File: src/rtl/rxf_pkg.sv
package rxf_pkg;
  typedef enum logic [1:0] {
    CLS_UNICAST   = 2'b00,
    CLS_MULTICAST = 2'b01,
    CLS_BROADCAST = 2'b10
  } dest_class_e;

  localparam int SEL_W = 3;
  localparam logic [SEL_W-1:0] SEL_STA_HI = 3'd0;
  localparam logic [SEL_W-1:0] SEL_STA_LO = 3'd1;
  localparam logic [SEL_W-1:0] SEL_MAXLEN = 3'd2;
  localparam logic [SEL_W-1:0] SEL_DROP   = 3'd3;
  localparam logic [SEL_W-1:0] SEL_KEEP   = 3'd4;
endpackage

File: src/rtl/rxf_regs.sv
module rxf_regs
  import rxf_pkg::*;
#(
  parameter int          DATA_W   = 32,
  parameter int          LEN_W    = 16,
  parameter int          OCTETS   = 6,
  parameter int          BC_BIT   = 9,
  parameter int          MC_BIT   = 8,
  parameter logic [31:0] LEN_RST  = 32'h0000_0600,
  parameter logic [31:0] KEEP_RST = 32'h0003_FFFF
) (
  input  logic                  clk,
  input  logic                  rst_n,
  input  logic                  wr_en,
  input  logic [SEL_W-1:0]      wr_sel,
  input  logic [DATA_W-1:0]     wr_data,
  output logic [8*OCTETS-1:0]   station,
  output logic [LEN_W-1:0]      max_len,
  output logic                  drop_bc,
  output logic                  drop_mc,
  output logic                  keep_bc,
  output logic                  keep_mc
);
  localparam int ADDR_W = 8 * OCTETS;
  localparam int LO_W   = ADDR_W - DATA_W;

  logic [DATA_W-1:0] sta_hi_q, sta_hi_d;
  logic [LO_W-1:0]   sta_lo_q, sta_lo_d;
  logic [LEN_W-1:0]  max_q, max_d;
  logic              dbc_q, dbc_d, dmc_q, dmc_d;
  logic              kbc_q, kbc_d, kmc_q, kmc_d;

  always_comb begin
    sta_hi_d = sta_hi_q;
    sta_lo_d = sta_lo_q;
    max_d    = max_q;
    dbc_d    = dbc_q;
    dmc_d    = dmc_q;
    kbc_d    = kbc_q;
    kmc_d    = kmc_q;
    case (wr_sel)
      SEL_STA_HI: sta_hi_d = wr_data;
      SEL_STA_LO: sta_lo_d = wr_data[DATA_W-1 -: LO_W];
      SEL_MAXLEN: max_d    = wr_data[LEN_W-1:0];
      SEL_DROP: begin
        dbc_d = wr_data[BC_BIT];
        dmc_d = wr_data[MC_BIT];
      end
      SEL_KEEP: begin
        kbc_d = wr_data[BC_BIT];
        kmc_d = wr_data[MC_BIT];
      end
      default: ;
    endcase
  end

  always_ff @(posedge clk or negedge rst_n) begin
    if (!rst_n) begin
      sta_hi_q <= '0;
      sta_lo_q <= '0;
      max_q    <= LEN_RST[LEN_W-1:0];
      dbc_q    <= 1'b0;
      dmc_q    <= 1'b0;
      kbc_q    <= KEEP_RST[BC_BIT];
      kmc_q    <= KEEP_RST[MC_BIT];
    end else if (wr_en) begin
      sta_hi_q <= sta_hi_d;
      sta_lo_q <= sta_lo_d;
      max_q    <= max_d;
      dbc_q    <= dbc_d;
      dmc_q    <= dmc_d;
      kbc_q    <= kbc_d;
      kmc_q    <= kmc_d;
    end
  end

  assign station = {sta_hi_q, sta_lo_q};
  assign max_len = max_q;
  assign drop_bc = dbc_q;
  assign drop_mc = dmc_q;
  assign keep_bc = kbc_q;
  assign keep_mc = kmc_q;
endmodule

File: src/rtl/rxf_classify.sv
module rxf_classify
  import rxf_pkg::*;
#(
  parameter int OCTETS = 6,
  parameter int LEN_W  = 16
) (
  input  logic [8*OCTETS-1:0] dst_addr,
  input  logic [8*OCTETS-1:0] station,
  input  logic [LEN_W-1:0]    frame_len,
  input  logic [LEN_W-1:0]    max_len,
  input  logic                drop_bc,
  input  logic                drop_mc,
  input  logic                keep_bc,
  input  logic                keep_mc,
  output logic                accept,
  output dest_class_e         cls
);
  localparam int ADDR_W = 8 * OCTETS;

  logic [OCTETS-1:0] oct_hit;
  logic [OCTETS-1:0] oct_ones;

  for (genvar i = 0; i < OCTETS; i++) begin : g_octet
    assign oct_hit[i]  = (dst_addr[8*i +: 8] == station[8*i +: 8]);
    assign oct_ones[i] = &dst_addr[8*i +: 8];
  end

  logic is_bc, is_mc, uc_hit, len_ok, bc_pass, mc_pass, addr_ok;

  assign is_bc   = &oct_ones;
  assign is_mc   = dst_addr[ADDR_W-8] & ~is_bc;
  assign uc_hit  = &oct_hit;
  assign len_ok  = (frame_len <= max_len);
  assign bc_pass = keep_bc | ~drop_bc;
  assign mc_pass = keep_mc | ~drop_mc;

  always_comb begin
    if (is_bc) begin
      cls     = CLS_BROADCAST;
      addr_ok = bc_pass;
    end else if (is_mc) begin
      cls     = CLS_MULTICAST;
      addr_ok = mc_pass;
    end else begin
      cls     = CLS_UNICAST;
      addr_ok = uc_hit;
    end
    accept = addr_ok & len_ok;
  end
endmodule

File: src/rtl/rx_dest_filter.sv
module rx_dest_filter
  import rxf_pkg::*;
#(
  parameter int DATA_W = 32,
  parameter int LEN_W  = 16,
  parameter int OCTETS = 6,
  parameter int BC_BIT = 9,
  parameter int MC_BIT = 8
) (
  input  logic                clk,
  input  logic                rst_n,
  input  logic                reg_wr_en,
  input  logic [2:0]          reg_wr_sel,
  input  logic [DATA_W-1:0]   reg_wr_data,
  input  logic                dst_valid,
  input  logic [8*OCTETS-1:0] dst_addr,
  input  logic [LEN_W-1:0]    frame_len,
  output logic                dec_valid,
  output logic                dec_accept,
  output logic [1:0]          dec_class
);
  localparam int ADDR_W = 8 * OCTETS;

  logic [ADDR_W-1:0] cur_station;
  logic [LEN_W-1:0]  cur_max_len;
  logic              cur_drop_bc, cur_drop_mc, cur_keep_bc, cur_keep_mc;
  logic              cmb_accept;
  dest_class_e       cmb_class;

  rxf_regs #(
    .DATA_W(DATA_W), .LEN_W(LEN_W), .OCTETS(OCTETS),
    .BC_BIT(BC_BIT), .MC_BIT(MC_BIT)
  ) u_regs (
    .clk     (clk),
    .rst_n   (rst_n),
    .wr_en   (reg_wr_en),
    .wr_sel  (reg_wr_sel),
    .wr_data (reg_wr_data),
    .station (cur_station),
    .max_len (cur_max_len),
    .drop_bc (cur_drop_bc),
    .drop_mc (cur_drop_mc),
    .keep_bc (cur_keep_bc),
    .keep_mc (cur_keep_mc)
  );

  rxf_classify #(.OCTETS(OCTETS), .LEN_W(LEN_W)) u_cls (
    .dst_addr  (dst_addr),
    .station   (cur_station),
    .frame_len (frame_len),
    .max_len   (cur_max_len),
    .drop_bc   (cur_drop_bc),
    .drop_mc   (cur_drop_mc),
    .keep_bc   (cur_keep_bc),
    .keep_mc   (cur_keep_mc),
    .accept    (cmb_accept),
    .cls       (cmb_class)
  );

  logic        vld_q, vld_d;
  logic        acc_q, acc_d;
  dest_class_e cls_q, cls_d;

  always_comb begin
    vld_d = dst_valid;
    acc_d = cmb_accept;
    cls_d = cmb_class;
  end

  always_ff @(posedge clk or negedge rst_n) begin
    if (!rst_n) vld_q <= 1'b0;
    else        vld_q <= vld_d;
  end

  always_ff @(posedge clk or negedge rst_n) begin
    if (!rst_n) begin
      acc_q <= 1'b0;
      cls_q <= CLS_UNICAST;
    end else if (dst_valid) begin
      acc_q <= acc_d;
      cls_q <= cls_d;
    end
  end

  assign dec_valid  = vld_q;
  assign dec_accept = acc_q;
  assign dec_class  = cls_q;
endmodule

File: config.mk
export PLATFORM = sky130hd
export DESIGN_NAME = rx_dest_filter
export DESIGN_NICKNAME = d
export VERILOG_FILES = /design/src/rtl/rxf_pkg.sv /design/src/rtl/rxf_regs.sv /design/src/rtl/rxf_classify.sv /design/src/rtl/rx_dest_filter.sv
export SDC_FILE = /design/constraint.sdc
export NUM_CORES = 1
export LEC_CHECK = 0
export BUFFER_PORTS_ARGS = -buffer_cell sky130_fd_sc_hd__buf_2
export CORE_UTILIZATION = 37
export CTS_CLUSTER_DIAMETER = 150
export CTS_CLUSTER_SIZE = 20
export DETAILED_ROUTE_END_ITERATION = 16
export SYNTH_ARGS = -nofsm -noshare
export SYNTH_HDL_FRONTEND = slang
export SYNTH_HIERARCHICAL = 1
export SYNTH_SLANG_ARGS = --single-unit
File: constraint.sdc
create_clock -name clk -period 1.9 [get_ports clk]
set_clock_uncertainty 0.05 [all_clocks]
set_input_delay 0.19 -clock clk [delete_from_list [all_inputs] [get_ports clk]]
set_output_delay 0.19 -clock clk [all_outputs]
set_load 0.02 [all_outputs]
==> key figures <==
Synthesis
  • Post-Syn Area per Cell: 13.2 um^2
  • Biggest area consumer among synthesized cells: dfrtp_1
  • Synth Register Bits: 72
  • Mapped Area: ~0.004 mm^2
  • Top post-synthesis cells by area: dfrtp_1 (43%), mux2_4 (12%), xnor2_1 (11%)
  • Syn Nets: 416
  • Yosys cell types: 35
  • Synth Instances: 297
  • Sequential share of the synthesized area: 46.2%
  • Synth top area share: 43.5%
  • Yosys Warn Count: 6

Worst setup path
  • Crit end category: register
  • WP buf/inv: 1
  • Worst EP required: ~2.1 ns
  • Critical path type: reg2reg
  • Worst path max stage delay: 0.54 ns
  • Worst-path fanout max: 2
  • Worst path slowest cell: dfstp_2
  • CP Cell Sequence: inv_2 -> ha_4 -> nand4_1 -> nor4_2 -> a21boi_2 -> o31a_1 -> a211oi_2 -> mux2_4
  • Top cell family by delay on the critical path: flip-flops
  • Reg2Reg Setup Slack: -0.12 ns
  • CP Data Arrival Time: 2.21 ns
  • FF-to-FF path depth: 8
  • Origin of the worst setup path: u_regs/max_len[10]
  • Worst setup SP type: register
  • Reg-to-Reg Start: u_regs/max_len[10]
  • Capturing point of the worst reg2reg path: dec_accept

Global routing
  • Total gr overflow: 0
  • GR peak layer: met2
  • Vias in the first global route: 2890
  • Initial antenna violation count: 0
  • Gr usage total: 18.8%
  • First-pass GRT wire length: between 15 and 20 mm
  • Met3 Use GR: under 10%
  • Largest net degree at the start of global routing: 73
  • Met1 Usage GRT: 24.7%
  • Met2 usage: between 30% and 40%

Timing
  • RSZ-0062 raised after global routing: true
  • Setup ws final: -0.122 ns
  • Worst Tran Pin Value: 0.396 ns
  • Final setup viols: 1
  • Setup TNS Final: -0.122 ns
  • Min Tclk post-route: 2.02 ns
  • Count of final max-slew check failures: 0
  • Final hold vios: 0
  • Slew HR: 73.3%
  • Achievable Freq: 495 MHz
  • Final period utilization: 106%

Drt
  • DRT iter0 DRCs: 90
  • Post-Route WL: 9.74 mm
  • Drt pass-1 iters: 4
  • DR vias: 2727
  • DRC Markers: 0
  • Post-DR wirelength/cell: 17.2 um
  • DRT antenna net count: 0
  • Avg Vias per Cell: 4.83

Pwr
  • Pleak: 2.25 nW
  • Sw power: ~1.3 mW
  • Int Power: 3.13 mW
  • Power per cell area: 885 mW/mm^2
  • Sequential Power Share: 47.6%
  • Maximum VDD drop: 286 uV
  • Clock power frac: roughly 25%
  • Overall power: around 4.4 mW
  • Comb power frac: between 20% and 30%
  • Net Sw Frac: between 20 and 30%

Status
  • Status: complete, but fails checks
  • Failing checks: setup timing

Final layout
  • Most common cell after layout, fill and taps aside: buf_2
  • Area of the multi-input gates: 0.00205 mm^2
  • Cell Count, Final, Fillers Out: 565
  • Fillcell total: about 940
  • N_diodes: 0
  • P&R area growth vs syn: 26.8%
  • Storage element area: 0.00181 mm^2
  • Nets: 543
  • Share of layout cells above drive strength 1: between 40% and 50%
  • Fin util: 48.3%
  • Most frequent cells in the layout: buf_2 (106), dfrtp_1 (68), xnor2_1 (47), mux2_4 (31), nand4_1 (26)

Placement
  • Place WS: -0.175 ns
  • Post-DP HPWL: 7.63 mm
  • Port bufs: 106
  • Placed cell count: 545
  • Routability cong.: 0.865

Min path
  • Hold crit path type: in2reg
  • Hold Path Depth: 2
  • Hold path startpoint: reg_wr_data[21]
  • Worst hold endpoint: u_regs/sta_lo_q[5]

Floorplan
  • Die Y-Extent: 105 um
  • Core region area: about 0.010 mm^2
  • I/O pins: 107
  • Die area: 0.0110 mm^2
  • # rows: 37
  • Die W: 105 um
  • Initial Util: 38.1%

Clocking
  • Clock tree buffer depth: 2
  • Clock-pin slew on the worst setup and hold paths: 0.08 ns
  • H-tree levels: 3
  • Total CTS buffers: 9
  • Clock Sinks: just over 70
  • Latest clock arrival within the worst-skew pair: ~0.35 ns
  • Root Driver: clkbuf_8
  • TritonCTS clock tree: yes

Flow run
  • Max_cap viols: 0
==> cells in the mapped netlist <==
| master | instances |
|---|---|
| mux2_1 | 20 |
| o31a_1 | 1 |
| buf_4 | 1 |
| a211oi_2 | 1 |
| inv_1 | 17 |
| a32oi_1 | 1 |
| nor2b_1 | 1 |
| nor4_1 | 7 |
| nor2_1 | 2 |
| a21oi_1 | 5 |
| nand4b_1 | 1 |
| nand2_1 | 4 |
| ha_1 | 16 |
| nor4b_4 | 1 |
| buf_6 | 5 |
| a21boi_0 | 1 |
| nand2b_1 | 1 |
| a221o_1 | 1 |
| o21ai_0 | 1 |
| nor3b_1 | 1 |
| and2_1 | 1 |
| mux2_2 | 21 |
| buf_2 | 2 |
| nor4bb_1 | 2 |
| o211ai_1 | 1 |
| mux2_4 | 30 |
| xnor2_1 | 47 |
| a21o_1 | 1 |
| and4_1 | 1 |
| dfstp_2 | 4 |
| dfrtp_1 | 68 |
| and4bb_2 | 1 |
| a21oi_2 | 1 |
| nand4_1 | 26 |
| nand3_1 | 3 |
==> worst register-to-register path: stages (launching register included) <==
cell and delay [ns]:
dfstp_2 0.54, inv_2 0.04, ha_4 0.25, nand4_1 0.14, nor4_2 0.21, a21boi_2 0.20, o31a_1 0.18, a211oi_2 0.05
mux2_4 0.26
==> power groups by stage <==
stage                     clock, mW  sequential (mW)  combinational [mW]
after global placement            0             2.11                1.15
after detailed placement          0             2.12                1.17
after CTS                      1.14             2.09                1.21
after floorplan                   0             2.07               0.802
final                          1.09             2.09                1.21
after global routing           1.20             2.13                1.32
==> registers in the layout, summed over array words and instances, names as in the netlist <==
signal,cells
u_regs/keep_mc,1
dec_valid,1
dec_class,2
u_regs/drop_bc,1
u_regs/sta_lo_q,16
u_regs/sta_hi_q,32
u_regs/drop_mc,1
u_regs/keep_bc,1
dec_accept,1
u_regs/max_len,16
==> per-stage QoR <==
step,area [um^2],hold WS [ns]
2_1_floorplan,3920,-0.156
3_3_place_gp,4710,0.196
3_5_place_dp,4710,0.200
4_1_cts,4960,0.00265
5_1_grt,4960,0.00624
6_report,4960,0.0214
==> metal layers <==
| layer | share of wire (%) | wire length, um | vias to the layer above |
|---|---|---|---|
| li1 | - | - | 1327 |
| met1 | 46 | 4460 | 1331 |
| met2 | 50 | 4850 | 61 |
| met3 | 3.3 | 321 | 8 |
| met4 | 1.1 | 108 | 0 |
| met5 | 0 | 0 | - |
==> final cells by class <==
cell class / instances / share of cell area [%]
sequential: 72 / 36.4
multi-input combinational: 200 / 41.3
timing repair buffer: 124 / 14.0
clock inverter: 3 / 0.353
inverter: 17 / 1.29
tap: 136 / 3.43
clock buffer: 13 / 3.20
==> worst max path at each step <==
stage	cells after the start	end
global placement	9	dec_accept
global route	8	dec_accept
CTS	8	dec_accept
finish	8	dec_accept
detailed placement	8	dec_accept
floorplan	8	dec_accept
==> what timing repair did <==
action | in CTS | in global routing
endpoints found under the hold margin | 69 | 0
setup buffers | 2 | 0
setup endpoints to repair | 1 | 1
pin swaps | 2 | 1
gates cloned | 0 | 0
gates resized for setup | 5 | 1
hold buffers | 2 | 0
==> logic make-up (layout without fill, tap and decap cells) <==
group | Yosys count | in the layout | synth area share (%)
flops | 72 | 72 | 46.2
mux | 71 | 71 | 23.3
simple gates | 52 | 52 | 8.79
xor+xnor | 47 | 47 | 10.5
buf+inv | 25 | 157 | 3.52
fa+ha+maj | 16 | 16 | 5.12
compound gates | 14 | 14 | 2.59
(Power assumes the default switching activity.)
